`src/rtl/rxq_pkg.sv`:
```
package rxq_pkg;
  localparam int DATA_W = 8;
  localparam int STAT_W = 8;

  localparam logic [STAT_W-1:0] ST_AVAIL = 8'h01;
  localparam logic [STAT_W-1:0] ST_PERR  = 8'h02;
  localparam logic [STAT_W-1:0] ST_FERR  = 8'h04;
  localparam logic [STAT_W-1:0] ST_OVRN  = 8'h08;
  localparam logic [STAT_W-1:0] ST_ERRS  = ST_PERR | ST_FERR;
  localparam logic [STAT_W-1:0] ST_IMPL  = ST_AVAIL | ST_ERRS | ST_OVRN;

  // one queue slot: tag in the upper byte, character in the lower byte
  typedef struct packed {
    logic [STAT_W-1:0] tag;
    logic [DATA_W-1:0] data;
  } rxq_entry_t;

  function automatic logic [STAT_W-1:0] make_tag(input logic perr, input logic ferr);
    return (perr ? ST_PERR : '0) | (ferr ? ST_FERR : '0);
  endfunction
endpackage

```
`src/rtl/rxq_ptrs.sv`:
```
module rxq_ptrs #(
  parameter int DEPTH = 8,
  localparam int AW = $clog2(DEPTH),
  localparam int CW = AW + 1
) (
  input  logic          clk,
  input  logic          rst,
  input  logic          push_req,
  input  logic          pop_req,
  output logic          do_push,
  output logic          do_pop,
  output logic          ovr,
  output logic [AW-1:0] wr_ptr,
  output logic [AW-1:0] rd_ptr,
  output logic [AW-1:0] rd_ptr_nx,
  output logic [CW-1:0] cnt,
  output logic [CW-1:0] cnt_nx
);
  localparam logic [CW-1:0] FULL_CNT = CW'(DEPTH);

  logic full, empty;

  assign full      = (cnt == FULL_CNT);
  assign empty     = (cnt == '0);
  assign do_push   = push_req & ~full;
  assign do_pop    = pop_req & ~empty;
  assign ovr       = push_req & full;
  assign rd_ptr_nx = rd_ptr + AW'(1);

  always_comb begin
    case ({do_push, do_pop})
      2'b10:   cnt_nx = cnt + CW'(1);
      2'b01:   cnt_nx = cnt - CW'(1);
      default: cnt_nx = cnt;
    endcase
  end

  always_ff @(posedge clk) begin
    if (rst) begin
      wr_ptr <= '0;
      rd_ptr <= '0;
      cnt    <= '0;
    end else begin
      if (do_push) wr_ptr <= wr_ptr + AW'(1);
      if (do_pop)  rd_ptr <= rd_ptr_nx;
      cnt <= cnt_nx;
    end
  end
endmodule

```
`src/rtl/rxq_store.sv`:
```
module rxq_store
  import rxq_pkg::*;
#(
  parameter int DEPTH = 8,
  localparam int AW = $clog2(DEPTH)
) (
  input  logic              clk,
  input  logic              rst,
  input  logic              we,
  input  logic [AW-1:0]     waddr,
  input  rxq_entry_t        wentry,
  input  logic              re,
  input  logic [AW-1:0]     raddr,
  input  logic [AW-1:0]     la_addr1,
  output logic [DATA_W-1:0] rd_byte,
  output logic [STAT_W-1:0] tag_head,
  output logic [STAT_W-1:0] tag_next
);
  // character bytes: synchronous write and read, no reset, RAM-inferable
  logic [DATA_W-1:0] data_mem [DEPTH];

  always_ff @(posedge clk) begin
    if (we) data_mem[waddr] <= wentry.data;
  end

  always_ff @(posedge clk) begin
    if (rst)     rd_byte <= '0;
    else if (re) rd_byte <= data_mem[raddr];
  end

  // error tags: flop slots with combinational lookahead for the front two entries
  logic [DEPTH-1:0][STAT_W-1:0] tag_vec;

  for (genvar g = 0; g < DEPTH; g++) begin : g_tag_slot
    logic [STAT_W-1:0] slot_q;
    always_ff @(posedge clk) begin
      if (rst)                            slot_q <= '0;
      else if (we && waddr == AW'(g))     slot_q <= wentry.tag & ST_ERRS;
    end
    assign tag_vec[g] = slot_q;
  end

  assign tag_head = tag_vec[raddr];
  assign tag_next = tag_vec[la_addr1];
endmodule

```
`src/rtl/rxq_status.sv`:
```
module rxq_status
  import rxq_pkg::*;
(
  input  logic              clk,
  input  logic              rst,
  input  logic              wr_en,
  input  logic [STAT_W-1:0] wr_data,
  input  logic              ovr,
  input  logic              head_valid,
  input  logic [STAT_W-1:0] head_tag,
  output logic [STAT_W-1:0] status_q,
  output logic              irq_q
);
  logic [STAT_W-1:0] clr_mask, kept, front, nx;

  always_comb begin
    clr_mask = wr_en ? (wr_data & ~ST_AVAIL) : '0;
    kept     = status_q & ~clr_mask & ~ST_AVAIL;
    front    = head_valid ? ((head_tag & ST_ERRS) | ST_AVAIL) : '0;
    nx       = (kept | front | (ovr ? ST_OVRN : '0)) & ST_IMPL;
  end

  always_ff @(posedge clk) begin
    if (rst) begin
      status_q <= '0;
      irq_q    <= 1'b0;
    end else begin
      status_q <= nx;
      irq_q    <= |nx;
    end
  end
endmodule

```
`src/rtl/rxq_err_buffer.sv`:
```
module rxq_err_buffer
  import rxq_pkg::*;
#(
  parameter int DEPTH = 8,
  localparam int AW = $clog2(DEPTH),
  localparam int CW = AW + 1
) (
  input  logic       clk,
  input  logic       rst,
  input  logic       chr_valid,
  input  logic [7:0] chr_data,
  input  logic       chr_perr,
  input  logic       chr_ferr,
  input  logic       rd_en,
  input  logic       st_wr_en,
  input  logic [7:0] st_wr_data,
  output logic [7:0] rd_data,
  output logic [7:0] status,
  output logic       rx_irq
);
  logic          do_push, do_pop, ovr;
  logic [AW-1:0] wr_ptr, rd_ptr, rd_ptr_nx;
  logic [CW-1:0] cnt, cnt_nx;
  rxq_entry_t    in_entry;
  logic [STAT_W-1:0] tag_head, tag_next, head_tag_nx;

  assign in_entry.data = chr_data;
  assign in_entry.tag  = make_tag(chr_perr, chr_ferr);

  rxq_ptrs #(.DEPTH(DEPTH)) u_ptrs (
    .clk       (clk),
    .rst       (rst),
    .push_req  (chr_valid),
    .pop_req   (rd_en),
    .do_push   (do_push),
    .do_pop    (do_pop),
    .ovr       (ovr),
    .wr_ptr    (wr_ptr),
    .rd_ptr    (rd_ptr),
    .rd_ptr_nx (rd_ptr_nx),
    .cnt       (cnt),
    .cnt_nx    (cnt_nx)
  );

  rxq_store #(.DEPTH(DEPTH)) u_store (
    .clk      (clk),
    .rst      (rst),
    .we       (do_push),
    .waddr    (wr_ptr),
    .wentry   (in_entry),
    .re       (do_pop),
    .raddr    (rd_ptr),
    .la_addr1 (rd_ptr_nx),
    .rd_byte  (rd_data),
    .tag_head (tag_head),
    .tag_next (tag_next)
  );

  // tag of the entry that will sit at the front after this cycle
  always_comb begin
    if (cnt_nx == '0)          head_tag_nx = '0;
    else if (do_pop)           head_tag_nx = (cnt > CW'(1)) ? tag_next : in_entry.tag;
    else if (cnt == '0)        head_tag_nx = in_entry.tag;
    else                       head_tag_nx = tag_head;
  end

  rxq_status u_status (
    .clk        (clk),
    .rst        (rst),
    .wr_en      (st_wr_en),
    .wr_data    (st_wr_data),
    .ovr        (ovr),
    .head_valid (cnt_nx != '0),
    .head_tag   (head_tag_nx),
    .status_q   (status),
    .irq_q      (rx_irq)
  );
endmodule

```
`config.mk`:
```
export PLATFORM = sky130hd
export DESIGN_NAME = rxq_err_buffer
export DESIGN_NICKNAME = d
export VERILOG_FILES = /design/src/rtl/rxq_pkg.sv /design/src/rtl/rxq_ptrs.sv /design/src/rtl/rxq_store.sv /design/src/rtl/rxq_status.sv /design/src/rtl/rxq_err_buffer.sv
export SDC_FILE = /design/constraint.sdc
export NUM_CORES = 1
export LEC_CHECK = 0
export ABC_AREA = 1
export BUFFER_PORTS_ARGS = -buffer_cell sky130_fd_sc_hd__buf_2
export CAP_MARGIN = 0
export CORE_AREA = 2 2 111 113
export CTS_CLUSTER_DIAMETER = 150
export CTS_CLUSTER_SIZE = 14
export DETAILED_ROUTE_END_ITERATION = 10
export DIE_AREA = 0 0 113 115
export PLACE_DENSITY = 0.66
export SLEW_MARGIN = 30
export SYNTH_ARGS = -nofsm -noshare
export SYNTH_HDL_FRONTEND = slang
export SYNTH_HIERARCHICAL = 1
export SYNTH_SLANG_ARGS = --single-unit
export TNS_END_PERCENT = 50
```
`constraint.sdc`:
```
create_clock -name clk -period 4.35 [get_ports clk]
set_input_delay 0.435 -clock clk [delete_from_list [all_inputs] [get_ports clk]]
set_output_delay 0.435 -clock clk [all_outputs]
set_load 0.05 [all_outputs]
```
==> reports/metrics.yaml, run 1 <==
finish:
  antennaDiodeCount: 0
  area_growth_pct: 10.6
  drive_gt1_frac: 0.131
  fin_area_um2: 5470
  post-route-util: 0.463
  nNetsFinal: 640
route:
  vias: 3821
  dr.pass1.iters: 8
  avgViaCountPerCell: 4.99
  wire_per_inst_um: 13.7
  ant_nets: 0
  routed_wirelength_um: 10500
  drc_errors: 1
  drtIter0Drc: 335
timing:
  max_freq_mhz: 342
  min_period_over_period: 0.672
  finalSetupViolCount: 0
  max-slew-margin-rel: 0.384
  skew_ns: 0.00493
  worst_slack_ns: 1.43
  drv_slew: 0
  worstMarginPinSlew_ns: 0.921
  fin_crit_ns: 2.92
  final_hold_viol_count: 0
  rsz0062_at_grt: "no"
  setup-tns-final_ns: 0
synth:
  synth_area_um2: 4940
  yosysWarnings: 6
  syn_inst: 588
  syn-mean-instance-area_um2: 8.40
worst_hold_path:
  hp-class: "input pin to flip-flop"
worst_setup_path:
  endpoint_kind: "flip-flop"
  timing.critical_path.mode_cell: "nand2_1"
  startpoint: "u_ptrs/cnt[1]$_SDFF_PP0_"
  path_delay_family: "compound AO/OA/AOI/OAI gates"
  crit_fanout: 26
  rr_worst_depth: 16
  worst-endpoint-required_ns: 4.58
  cp_slowest_stage_delay_ns: 0.74
  cp-endpoint: "u_status/irq_q$_SDFF_PP0_"
  timing.rr.end: "u_status/irq_q$_SDFF_PP0_"
  cp_num_cells: 16
  crit_slowest_cell: "a21oi_4"
  r2r-start: "u_ptrs/cnt[1]$_SDFF_PP0_"
  worst-path-buf-inv: 2
  crit_arrival_ns: 3.15
  r2r_slack_ns: 1.43
  worst-setup-path-type: "flip-flop to flip-flop"
  crit_chain: "nor2_2 > a21oi_4 > nand3_2 > nand2_1 > inv_1 > ha_1 > a21oi_1 > xor2_1 > nand2_1 > nand2_1 > nor2_1 > nand3_1 > inv_1 > nor2_2 > a21oi_1 > nand3_1"
  start_kind: "flip-flop"
clocking:
  cts_resized: 0
  clkSinkCount: 103
  cts.hold.buffers_added: 0
  clk_pin_slew_worst_paths_ns: 0.07
  cts_buffers: 9
  cts-root-buf: "clkbuf_16"
  cts_tree: "done"
  cts_setup_buffers: 0
  max-clock-path-buffers: 2
  clkLatencyLatePin_ns: 0.34
  htreeDepth: 3
die:
  boundaryPins: 40
  die_height_um: 115
  die_x_um: 113
  coreArea_um2: 11800
  initial_utilization: 0.418
  rows: 40
  dieArea_um2: 13000
placement:
  post_dp_cell_area_um2: 5160
  dpl.hpwl_um: 6480
  post-place-ws_ns: 1.46
  io_buffer_count: 30
  routabilityCongestion: 0.838
power_and_ir_drop:
  power_density_nw_per_um2: 616
  power_uw: 3370
  peakVddDrop_mv: 0.260
  p_leak_uw: 0.00247
job:
  max-cap-violations: 0
status:
  violations: "DRC"
  outcome: "finished with violations"
global_routing:
  grt_pass1_vias: 3555
  grt_pass1_wl_um: 16700
  grt_max_degree: 37
  overflow: 0
  antenna_found_initial: 0
  grtUsageTotal: 0.163
==> per-stage QoR <==
step	cells	hold slack (ns)
floorplan	591	0.449
global placement	749	0.478
detailed placement	749	0.486
CTS	765	0.359
global route	765	0.359
finish	765	0.368
==> routing by layer <==
| metal | vias up | track usage | share of wire |
|---|---|---|---|
| met4 | 0 | 0.0610 | 0.015 |
| met3 | 12 | 0.0337 | 0.046 |
| met1 | 1798 | 0.210 | 0.46 |
| met5 | - | 0 | 0 |
| li1 | 1899 | - | - |
| met2 | 112 | 0.273 | 0.48 |
==> worst min path at each step <==
stage / startpoint / to / slack (ns) / cells past startpoint
after floorplan: u_store/g_tag_slot[1].slot_q[1]$_SDFFE_PP0P_ / u_store/g_tag_slot[1].slot_q[1]$_SDFFE_PP0P_ / 0.45 / 2
after detailed placement: u_store/g_tag_slot[1].slot_q[1]$_SDFFE_PP0P_ / u_store/g_tag_slot[1].slot_q[1]$_SDFFE_PP0P_ / 0.49 / 2
after CTS: chr_data[7] / u_store/data_mem[1][7]$_DFFE_PP_ / 0.36 / 1
after global placement: u_store/g_tag_slot[1].slot_q[1]$_SDFFE_PP0P_ / u_store/g_tag_slot[1].slot_q[1]$_SDFFE_PP0P_ / 0.48 / 2
final: chr_data[2] / u_store/data_mem[7][2]$_DFFE_PP_ / 0.37 / 1
after global routing: chr_data[7] / u_store/data_mem[3][7]$_DFFE_PP_ / 0.36 / 1
==> where the power goes <==
part | internal [uW] | leakage [uW] | switching (uW)
combinational | 383 | 0.00142 | 902
sequential | 1160 | 0.000900 | 107
clock | 453 | 0.000147 | 360
total | 2000 | 0.00247 | 1370
==> layout make-up <==
cell class	count	area, um^2
Fill cell	1104	6340
Sequential cell	103	2700
Multi-Input combinational cell	353	1670
Inverter	112	423
Clock buffer	9	225
Tap cell	147	184
Timing Repair Buffer	34	180
Clock inverter	7	77.6
==> sequential cells by signal, summed over array words and instances (netlist names) <==
name                       flops
u_status/status_q              4
u_store/rd_byte                8
u_ptrs/cnt                     4
u_status/irq_q                 1
u_ptrs/rd_ptr                  3
u_ptrs/wr_ptr                  3
u_store/data_mem              64
u_store/g_tag_slot.slot_q     16
==> cells in the final DEF (no fill, tap or decap), drive strengths merged, types with 9 or more instances in the layout <==
cell    count
dfxtp      39
o21ai      50
nand2     139
nor2       59
a21oi      32
inv       114
clkbuf      9
buf        34
edfxtp     64
nand3      59
Note: power is estimated with default switching activity, not from simulation.
==> inputs of run 2 (changes only) <==
==> constraint.sdc (replaced) <==
create_clock -name clk -period 3 [get_ports clk]
set_input_delay 0.3 -clock clk [delete_from_list [all_inputs] [get_ports clk]]
set_output_delay 0.3 -clock clk [all_outputs]
set_load 0.05 [all_outputs]
==> run 2 against run 1 <==
Effect of this change: the run still ends with DRC left; final cell count grew 0.92%; largest power group unchanged; core utilization grew 0.16 points; total power grew 43%; clock skew grew 0.0017 ns; sequential share of layout area shrank 0.19 points; setup slack lost 0.85 ns; clock power grew 36%; non-clock buffer count grew 7.
==> reports/metrics.yaml, run 2 (synthesis gave the netlist of run 1 again) <==
status:
  outcome: "finished with violations"  # unchanged
  violations: "DRC"  # unchanged
finish:
  top_regs: "u_store/data_mem x64, u_store/g_tag_slot.slot_q x16, u_store/rd_byte x8"  # unchanged
  finalNonFillerCells: 772  # was 765
  antennaDiodeCount: 0  # unchanged
  drive_gt1_frac: 0.133  # was 0.131
  mostFrequentLayoutCell: "nand2_1"  # unchanged
  nNetsFinal: 647  # was 640
  largest_register_ffs: 64  # unchanged
  multi_input_area_um2: 1660  # was 1670 um^2
  fillers: 1132  # was 1,104
  fin_area_um2: 5490  # was 5470 um^2
  final_cell_mix: "nand2_1 (131), inv_1 (109), edfxtp_1 (64), nand3_1 (56), nor2_1 (54)"  # was nand2_1 (131), inv_1 (109), edfxtp_1 (64), nand3_1 (56), nor2_1 (50)
  seq_area_um2: 2700  # about the same
  top_register: "u_store/data_mem"  # unchanged
  area_growth_pct: 11.0  # was 10.6%
worst_hold_path:
  hp-class: "input pin to flip-flop"  # unchanged
  hold_end: "u_store/data_mem[6][7]$_DFFE_PP_"  # was u_store/data_mem[7][2]$_DFFE_PP_
  hp-start: "chr_data[7]"  # was chr_data[2]
  min_path_cells: 1  # unchanged
worst_setup_path:
  crit_fanout: 10  # was 26
  worst-setup-path-type: "flip-flop to flip-flop"  # unchanged
  crit_arrival_ns: 2.66  # was 3.15 ns
  r2r-start: "u_ptrs/cnt[1]$_SDFF_PP0_"  # unchanged
  endpoint_kind: "flip-flop"  # unchanged
  start_kind: "flip-flop"  # unchanged
  timing.rr.end: "u_status/irq_q$_SDFF_PP0_"  # unchanged
  rr_worst_depth: 17  # was 16
  r2r_slack_ns: 0.58  # was 1.43 ns
  worst-endpoint-required_ns: 3.23  # was 4.58 ns
placement:
  post_dp_cell_area_um2: 5200  # was 5160 um^2
  dpl.hpwl_um: 6780  # was 6480 um
  dp.cells: 756  # was 749
  io_buffer_count: 30  # unchanged
  routabilityCongestion: 0.850  # was 0.838
timing:
  setup-tns-final_ns: 0  # unchanged
  rsz0062_at_grt: "no"  # unchanged
  max-slew-margin-rel: 0.545  # was 0.384
  min_period_over_period: 0.808  # was 0.672
  final_hold_viol_count: 0  # unchanged
  max_freq_mhz: 413  # was 342 MHz
  skew_ns: 0.00661  # was 0.00493 ns
  worstMarginPinSlew_ns: 0.679  # was 0.921 ns
  fin_crit_ns: 2.42  # was 2.92 ns
  drv_slew: 0  # unchanged
  finalSetupViolCount: 0  # unchanged
global_routing:
  grtUsageTotal: 0.170  # was 0.163
  grt_pass1_vias: 3578  # was 3,555
  grt_max_degree: 37  # unchanged
  antenna_found_initial: 0  # unchanged
  overflow: 0  # unchanged
  grt_pass1_wl_um: 17200  # was 16,700 um
route:
  drc_errors: 1  # unchanged
  dr.pass1.iters: 8  # unchanged
  vias: 3773  # was 3,821
  avgViaCountPerCell: 4.89  # was 4.99
  ant_nets: 0  # unchanged
  drtIter0Drc: 241  # was 335
  wire_per_inst_um: 13.7  # about the same
  routed_wirelength_um: 10600  # was 10,500 um
die:
  dieArea_um2: 13000  # unchanged
  boundaryPins: 40  # unchanged
  initial_utilization: 0.418  # unchanged
  coreArea_um2: 11800  # unchanged
  die_x_um: 113  # unchanged
  die_height_um: 115  # unchanged
  rows: 40  # unchanged
power_and_ir_drop:
  peakVddDrop_mv: 0.309  # was 0.260 mV
  power_density_nw_per_um2: 879  # was 616 nW/um^2
  p_leak_uw: 0.00249  # was 0.00247 uW
  seqPwrFrac: 0.373  # was 0.377
  combPwrFrac: 0.397  # was 0.381
  intPower_uw: 2830  # was 2000 uW
  sw_frac_of_total: 0.414  # was 0.407
  switching_power_uw: 1990  # was 1370 uW
  clock_power_share: 0.229  # was 0.242
  power_uw: 4820  # was 3370 uW
clocking:
  clkSinkCount: 103  # unchanged
  clk_pin_slew_worst_paths_ns: 0.07  # about the same
  max-clock-path-buffers: 2  # unchanged
  htreeDepth: 3  # unchanged
  cts_tree: "done"  # unchanged
  cts_buffers: 9  # unchanged
  cts_resized: 0  # unchanged
  cts-root-buf: "clkbuf_16"  # unchanged
  cts_setup_buffers: 0  # unchanged
  clkLatencyLatePin_ns: 0.34  # about the same
  cts.hold.buffers_added: 0  # unchanged
job:
  max-cap-violations: 0  # unchanged
[run 2: how the worst max path moves through the flow]
stage,startpoint,slack [ns],to,cells past startpoint
after floorplan,u_ptrs/cnt[2]$_SDFF_PP0_,0.80,u_status/irq_q$_SDFF_PP0_,16
after CTS,u_ptrs/cnt[1]$_SDFF_PP0_,0.59,u_status/irq_q$_SDFF_PP0_,17
after global routing,u_ptrs/cnt[2]$_SDFF_PP0_,0.31,u_status/irq_q$_SDFF_PP0_,16
after global placement,u_ptrs/cnt[2]$_SDFF_PP0_,0.63,u_status/irq_q$_SDFF_PP0_,16
final,u_ptrs/cnt[1]$_SDFF_PP0_,0.58,u_status/irq_q$_SDFF_PP0_,17
after detailed placement,u_ptrs/cnt[1]$_SDFF_PP0_,0.59,u_status/irq_q$_SDFF_PP0_,17
[run 2: layout make-up]
type,count,area share
clock buffers,9,0.0411
inverters,112,0.0771
multi-input cells,353,0.303
flip-flops and latches,103,0.493
well taps,147,0.0335
repair buffers,41,0.0424
clock inverters,7,0.0100
[run 2: stage by stage]
stage / hold WS, ns / worst slack [ns] / util
3_5_place_dp: 0.483 / 0.593 / 0.441
5_1_grt: 0.223 / 0.307 / 0.464
3_3_place_gp: 0.477 / 0.632 / 0.441
4_1_cts: 0.215 / 0.586 / 0.464
6_report: 0.221 / 0.576 / 0.464
2_1_floorplan: 0.385 / 0.803 / -
[run 2: power by group through the flow]
stage | registers (uW) | clock network (uW) | logic, uW
after floorplan | 2070 | 0 | 1320
after global placement | 1830 | 0 | 1870
after detailed placement | 1830 | 0 | 1910
after CTS | 1800 | 1130 | 1910
after global routing | 1820 | 1190 | 2160
final | 1800 | 1110 | 1920
[run 2: critical path, stage by stage (launching register included)]
cell	delay, ns
dfxtp_1	0.40
nor2_2	0.25
nand2_2	0.11
nand2_4	0.14
nand3_2	0.12
nand2_1	0.11
inv_1	0.05
ha_1	0.17
a21oi_1	0.14
xor2_1	0.10
nand2_1	0.08
nand2_1	0.05
nor2_1	0.11
nand3_1	0.13
inv_1	0.09
nor2_2	0.05
a21oi_1	0.12
nand3_1	0.08
[run 2: metal layers]
metal / vias up / part of all wire / global-route usage
met2: 109 / 0.48 / 0.287
met3: 11 / 0.055 / 0.0385
met5: - / 0 / 0
li1: 1916 / - / -
met4: 0 / 0.015 / 0.0707
met1: 1737 / 0.45 / 0.212
==> inputs of run 3 (changes only) <==
--- a/config.mk
+++ b/config.mk
@@ -5,15 +5,15 @@
 export SDC_FILE = /design/constraint.sdc
 export NUM_CORES = 1
 export LEC_CHECK = 0
-export ABC_AREA = 1
+export ABC_AREA = 0
 export BUFFER_PORTS_ARGS = -buffer_cell sky130_fd_sc_hd__buf_2
 export CAP_MARGIN = 0
-export CORE_AREA = 2 2 111 113
+export CORE_AREA = 2 2 106 108
 export CTS_CLUSTER_DIAMETER = 150
 export CTS_CLUSTER_SIZE = 14
 export DETAILED_ROUTE_END_ITERATION = 10
-export DIE_AREA = 0 0 113 115
-export PLACE_DENSITY = 0.66
+export DIE_AREA = 0 0 108 110
+export PLACE_DENSITY = 0.68
 export SLEW_MARGIN = 30
 export SYNTH_ARGS = -nofsm -noshare
 export SYNTH_HDL_FRONTEND = slang
==> constraint.sdc (replaced) <==
create_clock -name clk -period 2.06 [get_ports clk]
set_input_delay 0.206 -clock clk [delete_from_list [all_inputs] [get_ports clk]]
set_output_delay 0.206 -clock clk [all_outputs]
set_load 0.05 [all_outputs]
==> run 3 against run 2 <==
Effect of this change: the run ends with setup timing left; combinational power increased by 31%; cell area shrank 2.3%; global-route usage decreased by 0.85 points; die area decreased by 8.6%; via count is 25% lower.
==> reports/metrics.yaml, run 3 <==
route:
  ant_nets: 0  # unchanged
  dr.pass1.iters: 4  # was 8
  wire_per_inst_um: 16.2  # was 13.7 um
  drtIter0Drc: 135  # was 241
  routed_wirelength_um: 8940  # was 10,600 um
  vias: 2834  # was 3,773
  drc_errors: 0  # was 1
  avgViaCountPerCell: 5.13  # was 4.89
clocking:
  cts_buffers: 9  # unchanged
  max-clock-path-buffers: 2  # unchanged
  cts.hold.buffers_added: 0  # unchanged
  clkSinkCount: 103  # unchanged
  clkLatencyLatePin_ns: 0.37  # was 0.34 ns
  clk_pin_slew_worst_paths_ns: 0.10  # was 0.07 ns
  cts_tree: "done"  # unchanged
  htreeDepth: 3  # unchanged
  cts-root-buf: "clkbuf_8"  # was clkbuf_16
worst_setup_path:
  worst-endpoint-required_ns: 2.29  # was 3.23 ns
  crit_arrival_ns: 3.14  # was 2.66 ns
  r2r_slack_ns: -0.85  # was 0.58 ns
  cp_slowest_stage_delay_ns: 0.58  # was 0.40 ns
  start_kind: "flip-flop"  # unchanged
  endpoint_kind: "flip-flop"  # unchanged
  crit_fanout: 4  # was 10
  worst-setup-path-type: "flip-flop to flip-flop"  # unchanged
  crit_chain: "or4b_4 > a21oi_4 > xor2_1 > ha_1 > mux2_2 > or4_4 > o31ai_1 > nor3_1 > a22oi_1 > nor2_1"  # was nor2_2 > nand2_2 > nand2_4 > nand3_2 > nand2_1 > inv_1 > ha_1 > a21oi_1 > xor2_1 > nand2_1 > nand2_1 > nor2_1 > nand3_1 > inv_1 > nor2_2 > a21oi_1 > nand3_1
  crit_slowest_cell: "or4_4"  # was dfxtp_1
finish:
  antennaDiodeCount: 0  # unchanged
  largest_register_ffs: 64  # unchanged
  area_growth_pct: 18.7  # was 11.0%
  top_regs: "u_store/data_mem x64, u_store/g_tag_slot.slot_q x16, u_store/rd_byte x8"  # unchanged
  nNetsFinal: 434  # was 647
  post-route-util: 0.501  # was 0.464
  finalNonFillerCells: 552  # was 772
  final_cell_mix: "edfxtp_1 (64), buf_4 (37), dfxtp_1 (34), nand2_1 (31), buf_2 (30)"  # was nand2_1 (131), inv_1 (109), edfxtp_1 (64), nand3_1 (56), nor2_1 (54)
  mostFrequentLayoutCell: "edfxtp_1"  # was nand2_1
  drive_gt1_frac: 0.337  # was 0.133
  top_register: "u_store/data_mem"  # unchanged
timing:
  max-slew-margin-rel: 0.544  # was 0.545
  fin_crit_ns: 2.91  # was 2.42 ns
  max_freq_mhz: 343  # was 413 MHz
  skew_ns: 0.0127  # was 0.00661 ns
  fin_hold_ws_ns: 0.0949  # was 0.221 ns
  rsz0062_at_grt: "yes"  # was no
  worstMarginPinSlew_ns: 0.681  # was 0.679 ns
  worst_slack_ns: -0.854  # was 0.576 ns
  final_hold_viol_count: 0  # unchanged
  drv_slew: 0  # unchanged
  finalSetupViolCount: 22  # was 0
  min_period_over_period: 1.41  # was 0.808
die:
  dieArea_um2: 11900  # was 13,000 um^2
  initial_utilization: 0.422  # was 0.418
  rows: 38  # was 40
  boundaryPins: 40  # unchanged
  die_x_um: 108  # was 113 um
  die_height_um: 110  # was 115 um
  coreArea_um2: 10700  # was 11,800 um^2
global_routing:
  grtUsageTotal: 0.161  # was 0.170
  grt_pass1_wl_um: 14300  # was 17,200 um
  overflow: 0  # unchanged
  antenna_found_initial: 0  # unchanged
  grt_pass1_vias: 2815  # was 3,578
  grt_max_degree: 34  # was 37
status:
  violations: "setup timing"  # was DRC
  outcome: "finished with violations"  # unchanged
synth:
  syn_inst: 342  # was 588
  syn-mean-instance-area_um2: 13.2  # was 8.40 um^2
  synth_area_um2: 4510  # was 4940 um^2
  yosysWarnings: 6  # unchanged
placement:
  io_buffer_count: 30  # unchanged
  routabilityCongestion: 0.754  # was 0.850
  dp.cells: 529  # was 756
  dpl.hpwl_um: 5960  # was 6780 um
power_and_ir_drop:
  peakVddDrop_mv: 0.554  # was 0.309 mV
  power_uw: 6490  # was 4820 uW
  p_leak_uw: 0.00198  # was 0.00249 uW
  power_density_nw_per_um2: 1210  # was 879 nW/um^2
worst_hold_path:
  hp-class: "input pin to flip-flop"  # unchanged
job:
  max-cap-violations: 0  # unchanged
run 3: cell types whose count changed in the layout (fill, tap and decap cells not counted), sizes merged, moves of 6 or more:
| cell | before | now |
|---|---|---|
| mux4 | 0 | 8 |
| nor2b | 0 | 8 |
| mux2i | 0 | 25 |
| nor3 | 1 | 7 |
| nand3 | 59 | 0 |
| a21oi | 32 | 14 |
| mux2 | 0 | 21 |
| nor2 | 59 | 28 |
| inv | 114 | 11 |
| a211oi | 0 | 8 |
| nand2 | 139 | 32 |
| o21ai | 50 | 2 |
| buf | 41 | 71 |
run 3: area by class of cell:
type                            count  area (um^2)
Clock buffer                       10          128
Clock inverter                      6         92.6
Fill cell                         910         5340
Inverter                           11         48.8
Multi-Input combinational cell    211         1690
Sequential cell                   103         2710
Tap cell                          140          175
Timing Repair Buffer               71          508
run 3: critical path: cells and delay by family (launching register included):
kind / cells / cell delay [ns]
simple gates: 4 / 1.29
compound gates: 3 / 0.45
flops: 1 / 0.36
mux: 1 / 0.27
fa+ha+maj: 1 / 0.24
xor+xnor: 1 / 0.17
run 3: metrics by stage:
step	setup slack, ns	setup TNS, ns	instance area (um^2)
2_1_floorplan	-0.819	-3.02	4560
5_1_grt	-1.01	-6.19	5360
3_3_place_gp	-0.831	-6.94	5020
4_1_cts	-0.827	-3.87	5330
3_5_place_dp	-0.903	-5.96	5040
6_report	-0.854	-3.55	5360
run 3: what timing repair did:
| item | 4_1_cts | 5_1_grt |
|---|---|---|
| setup endpoints to repair | 54 | 68 |
| pin swaps | 1 | 1 |
| buffers inserted | 5 | 2 |
| gates resized for setup | 8 | 4 |
run 3: worst paths after layout:
path / start / end / cells past startpoint
worst min register to register: u_store/g_tag_slot[6].slot_q[2]$_SDFFE_PP0P_ / u_store/g_tag_slot[6].slot_q[2]$_SDFFE_PP0P_ / 2
worst max-delay path: u_ptrs/cnt[0]$_SDFF_PP0_ / u_status/status_q[1]$_SDFF_PP0_ / 10
worst max register to register: u_ptrs/cnt[0]$_SDFF_PP0_ / u_status/status_q[1]$_SDFF_PP0_ / 10
worst min-delay path: chr_data[7] / u_store/data_mem[6][7]$_DFFE_PP_ / 1
run 3: metal layers:
layer	up-vias	part of all wire	GRT usage
li1	1392	-	-
met1	1405	0.47	0.209
met2	28	0.49	0.271
met3	9	0.023	0.0329
met4	0	0.017	0.0577
met5	-	0	0
run 3: power by group:
group	internal [uW]	total (uW)	switching, uW
Combinational	1120	2520	1410
Clock	696	1380	686
Sequential	2440	2590	147
Total	4250	6490	2240
